<file path="src/rtl/disp_mode_pkg.sv">
package disp_mode_pkg;

    localparam int BYTE_W = 8;
    localparam int CLK_W  = 2;
    localparam int IDX_W  = $clog2(BYTE_W);

    typedef logic [BYTE_W-1:0] byte_t;

    // command codes, bit 0 is the value written
    localparam logic [BYTE_W-2:0] OP_C256   = 7'h10;   // 0x20 / 0x21
    localparam logic [BYTE_W-2:0] OP_EXT    = 7'h34;   // 0x68 / 0x69
    localparam logic [BYTE_W-2:0] OP_PLASMA = 7'h20;   // 0x40 / 0x41
    localparam logic [BYTE_W-2:0] OP_PLALT  = 7'h40;   // 0x80 / 0x81

    // status selector codes
    localparam byte_t SEL_ALL   = 8'h00;
    localparam byte_t SEL_M1_1  = 8'h01;
    localparam byte_t SEL_M1_4  = 8'h02;
    localparam byte_t SEL_M1_7  = 8'h03;
    localparam byte_t SEL_M2_0  = 8'h04;
    localparam byte_t SEL_PLAS  = 8'h05;
    localparam byte_t SEL_M2_2  = 8'h07;
    localparam byte_t SEL_M2_3  = 8'h08;
    localparam byte_t SEL_CK0   = 8'h09;
    localparam byte_t SEL_C256  = 8'h0A;
    localparam byte_t SEL_ONE   = 8'h0B;
    localparam byte_t SEL_EXT   = 8'h0D;

    typedef struct packed {
        byte_t mode2;
        logic  c16;
        logic  c256;
        logic  ext;
        logic  plasma;
    } flags_t;

    typedef struct packed {
        logic             m2_we;
        logic [IDX_W-1:0] m2_idx;
        logic             c16_we;
        logic             c256_we;
        logic             ext_we;
        logic             pl_we;
        logic             val;
    } act_t;

    typedef struct packed {
        logic m1_b1;
        logic m1_b4;
        logic m1_b7;
        logic m2_b0;
        logic m2_b2;
        logic m2_b3;
        logic plasma;
        logic c256;
        logic ext;
        logic ck0;
        logic ck1;
    } stat_src_t;

    function automatic act_t decode_cmd(byte_t d, logic cap, logic gate256);
        act_t a;
        a     = '0;
        a.val = d[0];
        if (d[BYTE_W-1:4] == '0) begin
            a.m2_we  = 1'b1;
            a.m2_idx = d[3:1];
            a.c16_we = (d[3:1] == '0) && cap;
        end else begin
            case (d[BYTE_W-1:1])
                OP_C256:             a.c256_we = gate256;
                OP_EXT:              a.ext_we  = 1'b1;
                OP_PLASMA, OP_PLALT: a.pl_we   = 1'b1;
                default:             a         = '0;
            endcase
        end
        return a;
    endfunction

endpackage

</file>
<file path="src/rtl/disp_cmd_decode.sv">
module disp_cmd_decode
    import disp_mode_pkg::*;
(
    input  logic  valid_i,
    input  byte_t data_i,
    input  logic  cap_i,
    input  logic  gate256_i,
    output act_t  act_o
);
    always_comb begin
        if (valid_i) act_o = decode_cmd(data_i, cap_i, gate256_i);
        else         act_o = '0;
    end
endmodule

</file>
<file path="src/rtl/disp_mode_regs.sv">
module disp_mode_regs
    import disp_mode_pkg::*;
(
    input  logic   clk,
    input  logic   rst,
    input  act_t   act_i,
    output flags_t flags_o,
    output logic   pal_o,
    output logic   full_o,
    output logic   remap_o
);
    flags_t f;

    always_ff @(posedge clk) begin
        if (rst) begin
            f       <= '0;
            pal_o   <= 1'b0;
            full_o  <= 1'b0;
            remap_o <= 1'b0;
        end else begin
            pal_o   <= 1'b0;
            full_o  <= 1'b0;
            remap_o <= 1'b0;
            if (act_i.m2_we) f.mode2[act_i.m2_idx] <= act_i.val;
            if (act_i.c16_we) begin
                f.c16   <= act_i.val;
                pal_o   <= 1'b1;
                remap_o <= 1'b1;
            end
            if (act_i.c256_we) begin
                f.c256 <= act_i.val;
                pal_o  <= 1'b1;
                full_o <= 1'b1;
            end
            if (act_i.ext_we) f.ext    <= act_i.val;
            if (act_i.pl_we)  f.plasma <= act_i.val;
        end
    end

    assign flags_o = f;

    // reset leaves all flags clear
    assert_reset_clear_R1: assert property (@(posedge clk)
        rst |=> (f == '0 && !pal_o && !full_o && !remap_o));

    // a change of the 16-color flag comes with both of its strobes
    assert_c16_strobes_R3: assert property (@(posedge clk) disable iff (rst)
        !$stable(f.c16) |-> (pal_o && remap_o));

    // a change of the 256-color flag comes with palette and full redraw
    assert_c256_strobes_R4: assert property (@(posedge clk) disable iff (rst)
        !$stable(f.c256) |-> (pal_o && full_o));

    // the 256-color flag rises only when mode2 bit 3 was set
    assert_c256_gate_R4: assert property (@(posedge clk) disable iff (rst)
        $rose(f.c256) |-> $past(f.mode2[3]));

    // extension flag changes never raise a strobe of their own
    assert_ext_quiet_R5: assert property (@(posedge clk) disable iff (rst)
        (!$stable(f.ext) && $stable(f.c16) && $stable(f.c256))
            |-> (!pal_o && !full_o && !remap_o));

    // the full-redraw strobe is never raised by itself
    assert_full_with_pal_R7: assert property (@(posedge clk) disable iff (rst)
        full_o |-> pal_o);
endmodule

</file>
<file path="src/rtl/disp_status_mux.sv">
module disp_status_mux
    import disp_mode_pkg::*;
(
    input  logic      clk,
    input  logic      rst,
    input  byte_t     sel_i,
    input  stat_src_t src_i,
    output byte_t     status_o
);
    byte_t pick;

    always_comb begin
        pick = '0;
        case (sel_i)
            SEL_ALL:  pick    = '1;
            SEL_M1_1: pick[0] = src_i.m1_b1;
            SEL_M1_4: pick[0] = src_i.m1_b4;
            SEL_M1_7: pick[0] = src_i.m1_b7;
            SEL_M2_0: pick[0] = src_i.m2_b0;
            SEL_PLAS: pick[0] = src_i.plasma;
            SEL_M2_2: pick[0] = src_i.m2_b2;
            SEL_M2_3: pick[0] = src_i.m2_b3;
            SEL_CK0:  pick[0] = src_i.ck0;
            SEL_C256: pick[0] = src_i.c256;
            SEL_ONE:  pick[0] = 1'b1;
            SEL_EXT:  pick[0] = src_i.ext;
            default:  pick    = '0;
        endcase
    end

    assign status_o = pick | {{(BYTE_W-2){1'b0}}, src_i.ck1, 1'b0};

    // clock bit 1 always shows in status bit 1
    assert_ck_overlay_R10: assert property (@(posedge clk) disable iff (rst)
        src_i.ck1 |-> status_o[1]);

    // an unlisted selector yields nothing but the overlay
    assert_unlisted_zero_R9: assert property (@(posedge clk) disable iff (rst)
        (sel_i == 8'h06 || sel_i == 8'h0C || sel_i > 8'h0D)
            |-> (status_o[BYTE_W-1:2] == '0 && !status_o[0]));
endmodule

</file>
<file path="src/rtl/disp_mode_ctrl.sv">
module disp_mode_ctrl
    import disp_mode_pkg::*;
(
    input  logic       clk,
    input  logic       rst,
    input  logic       analog_cap_i,
    input  logic [2:0] m1_bits_i,
    input  logic [1:0] clk_cfg_i,
    input  logic       cmd_valid_i,
    input  logic [7:0] cmd_data_i,
    input  logic       sel_wr_i,
    input  logic [7:0] sel_data_i,
    output logic [7:0] status_o,
    output logic [7:0] mode2_o,
    output logic       color16_o,
    output logic       color256_o,
    output logic       ext256_o,
    output logic       plasma_o,
    output logic       pal_redraw_o,
    output logic       full_redraw_o,
    output logic       access_remap_o
);
    act_t      act;
    flags_t    flags;
    byte_t     sel_q;
    stat_src_t src;

    disp_cmd_decode u_dec (
        .valid_i   (cmd_valid_i),
        .data_i    (cmd_data_i),
        .cap_i     (analog_cap_i),
        .gate256_i (flags.mode2[3]),
        .act_o     (act)
    );

    disp_mode_regs u_regs (
        .clk     (clk),
        .rst     (rst),
        .act_i   (act),
        .flags_o (flags),
        .pal_o   (pal_redraw_o),
        .full_o  (full_redraw_o),
        .remap_o (access_remap_o)
    );

    always_ff @(posedge clk) begin
        if (rst)           sel_q <= '0;
        else if (sel_wr_i) sel_q <= sel_data_i;
    end

    always_comb begin
        src.m1_b1  = m1_bits_i[0];
        src.m1_b4  = m1_bits_i[1];
        src.m1_b7  = m1_bits_i[2];
        src.m2_b0  = flags.mode2[0];
        src.m2_b2  = flags.mode2[2];
        src.m2_b3  = flags.mode2[3];
        src.plasma = flags.plasma;
        src.c256   = flags.c256;
        src.ext    = flags.ext;
        src.ck0    = clk_cfg_i[0];
        src.ck1    = clk_cfg_i[CLK_W-1];
    end

    disp_status_mux u_mux (
        .clk      (clk),
        .rst      (rst),
        .sel_i    (sel_q),
        .src_i    (src),
        .status_o (status_o)
    );

    assign mode2_o    = flags.mode2;
    assign color16_o  = flags.c16;
    assign color256_o = flags.c256;
    assign ext256_o   = flags.ext;
    assign plasma_o   = flags.plasma;

    // a selector write is visible on the next cycle
    assert_sel_load_R11: assert property (@(posedge clk) disable iff (rst)
        sel_wr_i |=> (sel_q == $past(sel_data_i)));
endmodule

</file>
<file path="config.mk">
export PLATFORM = sky130hd
export DESIGN_NAME = disp_mode_ctrl
export DESIGN_NICKNAME = d
export VERILOG_FILES = /design/src/rtl/disp_mode_pkg.sv /design/src/rtl/disp_cmd_decode.sv /design/src/rtl/disp_mode_regs.sv /design/src/rtl/disp_status_mux.sv /design/src/rtl/disp_mode_ctrl.sv
export SDC_FILE = /design/constraint.sdc
export NUM_CORES = 1
export LEC_CHECK = 0
export CAP_MARGIN = 20
export CORE_ASPECT_RATIO = 0.8
export CORE_UTILIZATION = 37
export CTS_CLUSTER_SIZE = 28
export DETAILED_ROUTE_END_ITERATION = 16
export GPL_TIMING_DRIVEN = 0
export MAX_ROUTING_LAYER = met4
export PLACE_DENSITY_LB_ADDON = 0.25
export RECOVER_POWER = 25
export SETUP_SLACK_MARGIN = 0.5
export SLEW_MARGIN = 20
export SYNTH_ARGS = -nofsm -noshare
export SYNTH_HDL_FRONTEND = slang
export SYNTH_SLANG_ARGS = --single-unit
</file>
<file path="constraint.sdc">
create_clock -name clk -period 1.77 [get_ports clk]
set_input_delay 0.2655 -clock clk [delete_from_list [all_inputs] [get_ports clk]]
set_output_delay 0.2655 -clock clk [all_outputs]
set_load 0.01 [all_outputs]
</file>
**After elaboration in Yosys (flattened, before gate mapping)**

Index checks and enable logic that the tools add are counted.

- Add/sub/neg operators: 0
- Multiply operators: 0
- Divide/modulo/power cells: 0
- Order comparisons: 2
- Equality and inequality tests: 15
- Shift operators: 0
- Mux-type cells: 15
- Bitwise gates (word level): 1
- Reductions and logical operators: 8

Operator list:

| kind | count |
|---|---|
| equality test 8 x 4 -> 1 bit, second input constant | 5 |
| equality test 8 x 3 -> 1 bit, second input constant | 3 |
| equality test 8 x 2 -> 1 bit, second input constant | 2 |
| equality test 7 x 6 -> 1 bit, second input constant | 2 |
| one-hot mux 1 bit (11 select lines) | 1 |
| two-way mux 9 bit | 1 |
| bitwise mux 8 bit | 1 |
| equality test 8 x 1 -> 1 bit, second input constant | 1 |
| zero test 8 bit | 1 |
| two-way mux 1 bit | 8 |
| OR 8 x 2 -> 8 bit | 1 |
| equality test 7 x 5 -> 1 bit, second input constant | 1 |
| equality test 7 bit, second input constant | 1 |
| two-way mux 7 bit | 1 |
| two-way mux 5 bit | 1 |
| zero test 4 bit | 1 |
| less-than comparator 3 x 4 -> 1 bit, second input constant | 1 |
| two-way mux 4 bit | 1 |
| OR reduction 2 bit | 2 |
| OR reduction 4 bit | 1 |
| demux 1 bit (select 3 bit) | 1 |
| greater-or-equal comparator 3 x 1 -> 1 bit, second input constant | 1 |
| zero test 3 bit | 1 |
| logical AND 1 bit | 2 |

- Register bits after elaboration: 23
- Latch bits: 0
- RAM bits: 0
- Memory bits (read-only): 0
- Output and inout bits: 23
- Word-level logic and storage cells: 50
- Memories kept: 0

**Depth between registers and ports, before layout**

- Word-level depth: 10
- Depth in mapped cells: 5

**Cells and area by module**

A second synthesis with hierarchy kept.

- Cells, all modules: 130
- Area total of the unflattened synthesis: 1234.9 um^2

By module, submodules not included:

| module | times used | cells each | area each (um^2) | seq. area each (um^2) |
|---|---|---|---|---|
| disp_mode_regs | 1 | 53 | 605.6 | 300.3 |
| disp_mode_ctrl | 1 | 26 | 285.3 | 160.2 |
| disp_status_mux | 1 | 32 | 202.7 | 0.0 |
| disp_cmd_decode | 1 | 19 | 141.4 | 0.0 |

**Least setup slack after synthesis**

OpenSTA, ideal clock, no wires.

- Kind: reg2out
- Start: register sel_q[7]
- End: output status_o[1]
- Arrival: 1938 ps
- Data required time: 1505 ps
- Path slack: -434 ps
- Cell stages (with the launch flop): 5
- Buffers on the path: 0
- Cell sequence: dfxtp_1 -> or4_1 -> or3_1 -> nor3_1 -> or2_2

- Word-level cells in the longest chain between the ends: 3

Ends and longest elaborated chain:

| item | RTL line | text |
|---|---|---|
| start: declaration | disp_mode_ctrl.sv:25 | `byte_t sel_q;` |
| start signal: assignment | disp_mode_ctrl.sv:48 | `else if (sel_wr_i) sel_q <= sel_data_i;` |
| zero test 8 bit | disp_status_mux.sv:14 | `case (sel_i)` |
| two-way mux 7 bit | disp_status_mux.sv:14 |  |
| OR 8 x 2 -> 8 bit | disp_status_mux.sv:31 | `assign status_o = pick \| {{(BYTE_W-2){1'b0}}, src_i.ck1, 1'b0};` |
| end: declaration | disp_mode_ctrl.sv:13 | `output logic [7:0] status_o,` |

No other way between the ends.

**Worst setup path after layout**

- Start: register sel_q[7]
- End: output status_o[3]

Same word-level chain as after synthesis.

==> metrics.md <==
| Metric | Value |
|---|---|
| Diodes inserted | `0` |
| Status | `complete, but fails checks` |
| Number of antenna violations at the first check in global routing | `0` |
| Sequential element share of the synthesized area | `0.4071` |
| Type of element launching the critical path | `register` |
| Router iterations before antenna repair | `4` |
| Master cell of the clock root buffer | `clkbuf_8` |
| Top FF cell, synth | `dfxtp_1` |
| Via count of the first global-routing pass | `1,071` |
| Nature of the critical path endpoint | `output port` |
| F_max | `417.2 MHz` |
| Start-to-end type of the worst setup path | `reg2out` |
| CTS H-tree depth | `1` |
| Number of nets in the layout | `221` |
| I/O pin cnt | `49` |
| Violations in the final reports | `negative setup slack` |
| Number of synthesized flops with an enable pin | `0` |
| Total number of placement rows | `17` |
| Area added between synthesis and finish | `71.68%` |
| Final routed wirelength across all metal layers | `3358 µm` |
| Top cell type's share of synthesized area | `0.4071` |
| DRC violation total after the first TritonRoute iteration | `30` |
| Worst slew margin relative to its limit | `0.6204` |
| Floorplan Core Area | `2829 µm²` |
| Final worst setup slack | `-0.6267 ns` |
| Vias per Instance | `4.961` |
| P_leak | `0.8847 nW` |
| Count of clock tree sinks | `23` |
| Initial cell density of the core | `0.3998` |
| Max clock buf depth | `2` |
| Fraction of layout instances using a drive strength above 1 | `0.3196` |
| Peak ir drop on the vdd network | `0.0005190 V` |
| Final cell utilization of the core | `0.6864` |
| Overall via count from detail_route | `1,151` |
| Combined area of all synthesized cells | `1131 µm²` |
| TritonCTS clock tree | `done` |
| Power per Cell Area | `617.3 nW/µm²` |
| Share of the clock period used by the worst path after layout | `1.354` |
| Horizontal extent of the die | `63.82 µm` |
| Largest net degree at the start of global routing | `15` |
| Number of cells on the worst hold path | `3` |
| Total Routing Usage GR | `0.2139` |
| Drt wl/cell | `14.47 µm` |
| Critical path's slowest cell | `or4_4` |
| Clock-pin slew reported for the worst setup and hold paths after clock tree synthesis | `0.09 ns` |
| Number of hold violations in the final report | `0` |
| Most frequent cell on the critical path | `buf_6` |
| Global-route wire length before repair | `5175 µm` |
| Cells traversed along the worst timing path | `or4_4 -> or3_4 -> nor3_4 -> buf_6 -> buf_6 -> buf_6 -> buf_6` |
| Total number of yosys warnings | `0` |
| Die H | `51.46 µm` |
| Leading cell types in the layout, fill and taps excluded | `buf_6, nor2_1, dfxtp_1, mux2i_1, dlygate4sd2_1` |
| Depth of the worst register-to-register path | `5` |
| Number of instances in the synthesized netlist | `130` |
| Fraction of registers with async set/reset | `0` |
| Later-pin clock latency in the skew report | `0.27 ns` |
| Multi-input combinational cell area | `673.1 µm²` |
| Number of pins with negative max-slew slack in the final report | `0` |
| RSZ-0062 raised after global routing | `yes` |
| Worst-case hold slack | `0.2980 ns` |
| Arrival @ worst endpoint | `2.13 ns` |
| Required time of the worst setup path | `1.50 ns` |
| Power, Total | `1.199 mW` |
| Min-delay worst type | `in2reg` |
| Biggest fanout along the worst timing path | `4` |
| Cell taking the most area after synthesis | `dfxtp_1` |
| Count of final setup violators | `8` |
| Slowest Stage Delay on Critical Path | `0.54 ns` |
| CTS buffer count | `3` |
| Most frequent standard cell in the layout excluding fill and tap cells | `buf_6` |
| Post-DP HPWL | `2106 µm` |
| Number of unique standard cell types used by synthesis | `31` |
| Number of nets produced by synthesis | `156` |
| Final setup TNS | `-4.341 ns` |
| Number of nets with antenna violations after detailed routing | `0` |
| Tightest Pin Transition | `0.5694 ns` |
| Die area | `3284 µm²` |
| Weighted congestion reported at the end of routability-driven placement | `0.8442` |
| Time the final worst path needs with I/O delays and setup | `2.397 ns` |
| Number of input and output port buffers inserted | `45` |
| Flops & latches, synth | `23` |
| Post-route DRC | `0` |
| Register area | `464.2 µm²` |
| Number of filler cells placed in the layout | `223` |
| Largest cells by area after synthesis | `dfxtp_1, mux2i_1, nor2_1` |
| Max capacitance violation total | `0` |
| Post-synthesis area per instance | `8.701 µm²` |
| Count of hold buffers inserted by post-cts repair | `0` |
| Largest clock skew in the final design | `0.008260 ns` |
| Global route total overflow | `0` |
kinds of logic after synthesis:
logic type / share of synthesized area
muxes: 0.1692
xor gates and xnor gates: 0.007745
and+or+nand+nor: 0.2633
AOI/OAI and AO/OA: 0.07633
DFF: 0.4071
buffers and inverters: 0.07632
cell type report:
class,instances,area share
Timing Repair Buffer,60,0.2919
Sequential cell,23,0.2390
Tap cell,38,0.02448
Buffer,14,0.06701
Inverter,3,0.005799
Multi-Input combinational cell,90,0.3467
Clock inverter,1,0.003866
Clock buffer,3,0.02126
per-stage QoR:
step / instance area, µm² / instances / worst slack (ns)
final: 1942 / 232 / -0.6267
after global routing: 1942 / 232 / -0.7027
after CTS: 1908 / 229 / -0.6867
after floorplan: 1217 / 130 / -0.1008
after global placement: 1715 / 213 / -0.6128
after detailed placement: 1715 / 213 / -0.6414
cells in the mapped netlist (all sizes together) (2+ instances only):
master and n:
nor3 2, a21oi 6, o21ai 3, dfxtp 23
nand4b 2, nor2 22, mux2i 18, or4 2
or2 2, clkbuf 8, inv 3, nand4 7
nand2 7, nor2b 3, or3 2, buf 6
state kept, by name, indices dropped and copies added, names as in the netlist:
name,count
u_regs.remap_o,1
u_regs.full_o,1
u_regs.flags_o,12
sel_q,8
u_regs.pal_o,1
final timing paths:
| kind | slack (ns) | start | endpoint |
|---|---|---|---|
| worst max-delay path | -0.63 | sel_q[7]$_SDFFE_PP0P_ | status_o[3] |
| worst max register to register | 0.45 | u_regs.flags_o[7]$_SDFFE_PP0P_ | u_regs.flags_o[2]$_SDFFE_PP0P_ |
| worst min register to register | 0.46 | u_regs.flags_o[3]$_SDFFE_PP0P_ | u_regs.flags_o[3]$_SDFFE_PP0P_ |
| worst min-delay path | 0.30 | cmd_data_i[2] | u_regs.flags_o[10]$_SDFFE_PP0P_ |
timing repair:
action,4_1_cts,5_1_grt
buffers inserted,12,3
pin swaps,7,7
setup endpoints to repair,37,30
resized for setup,109,14
power by group:
group          switching [mW]  internal [mW]  leakage [nW]
registers              0.0112          0.529         0.188
logic                   0.130          0.193         0.675
clock network           0.176          0.159        0.0217
routing by layer:
| metal | track usage | share of wire | vias up |
|---|---|---|---|
| met2 | 0.3475 | 0.49 | 37 |
| met3 | 0.06027 | 0.048 | 2 |
| met4 | 0.02273 | 0.0027 | 0 |
| met5 | - | 0 | - |
| li1 | - | - | 581 |
| met1 | 0.2733 | 0.46 | 531 |
critical path: cells and delay by family (launching register included):
family	cells	cell delay, ns
simple gates	3	1.14
buf+inv	4	0.39
flops	1	0.33
Note: power is estimated with default switching activity, not from simulation.
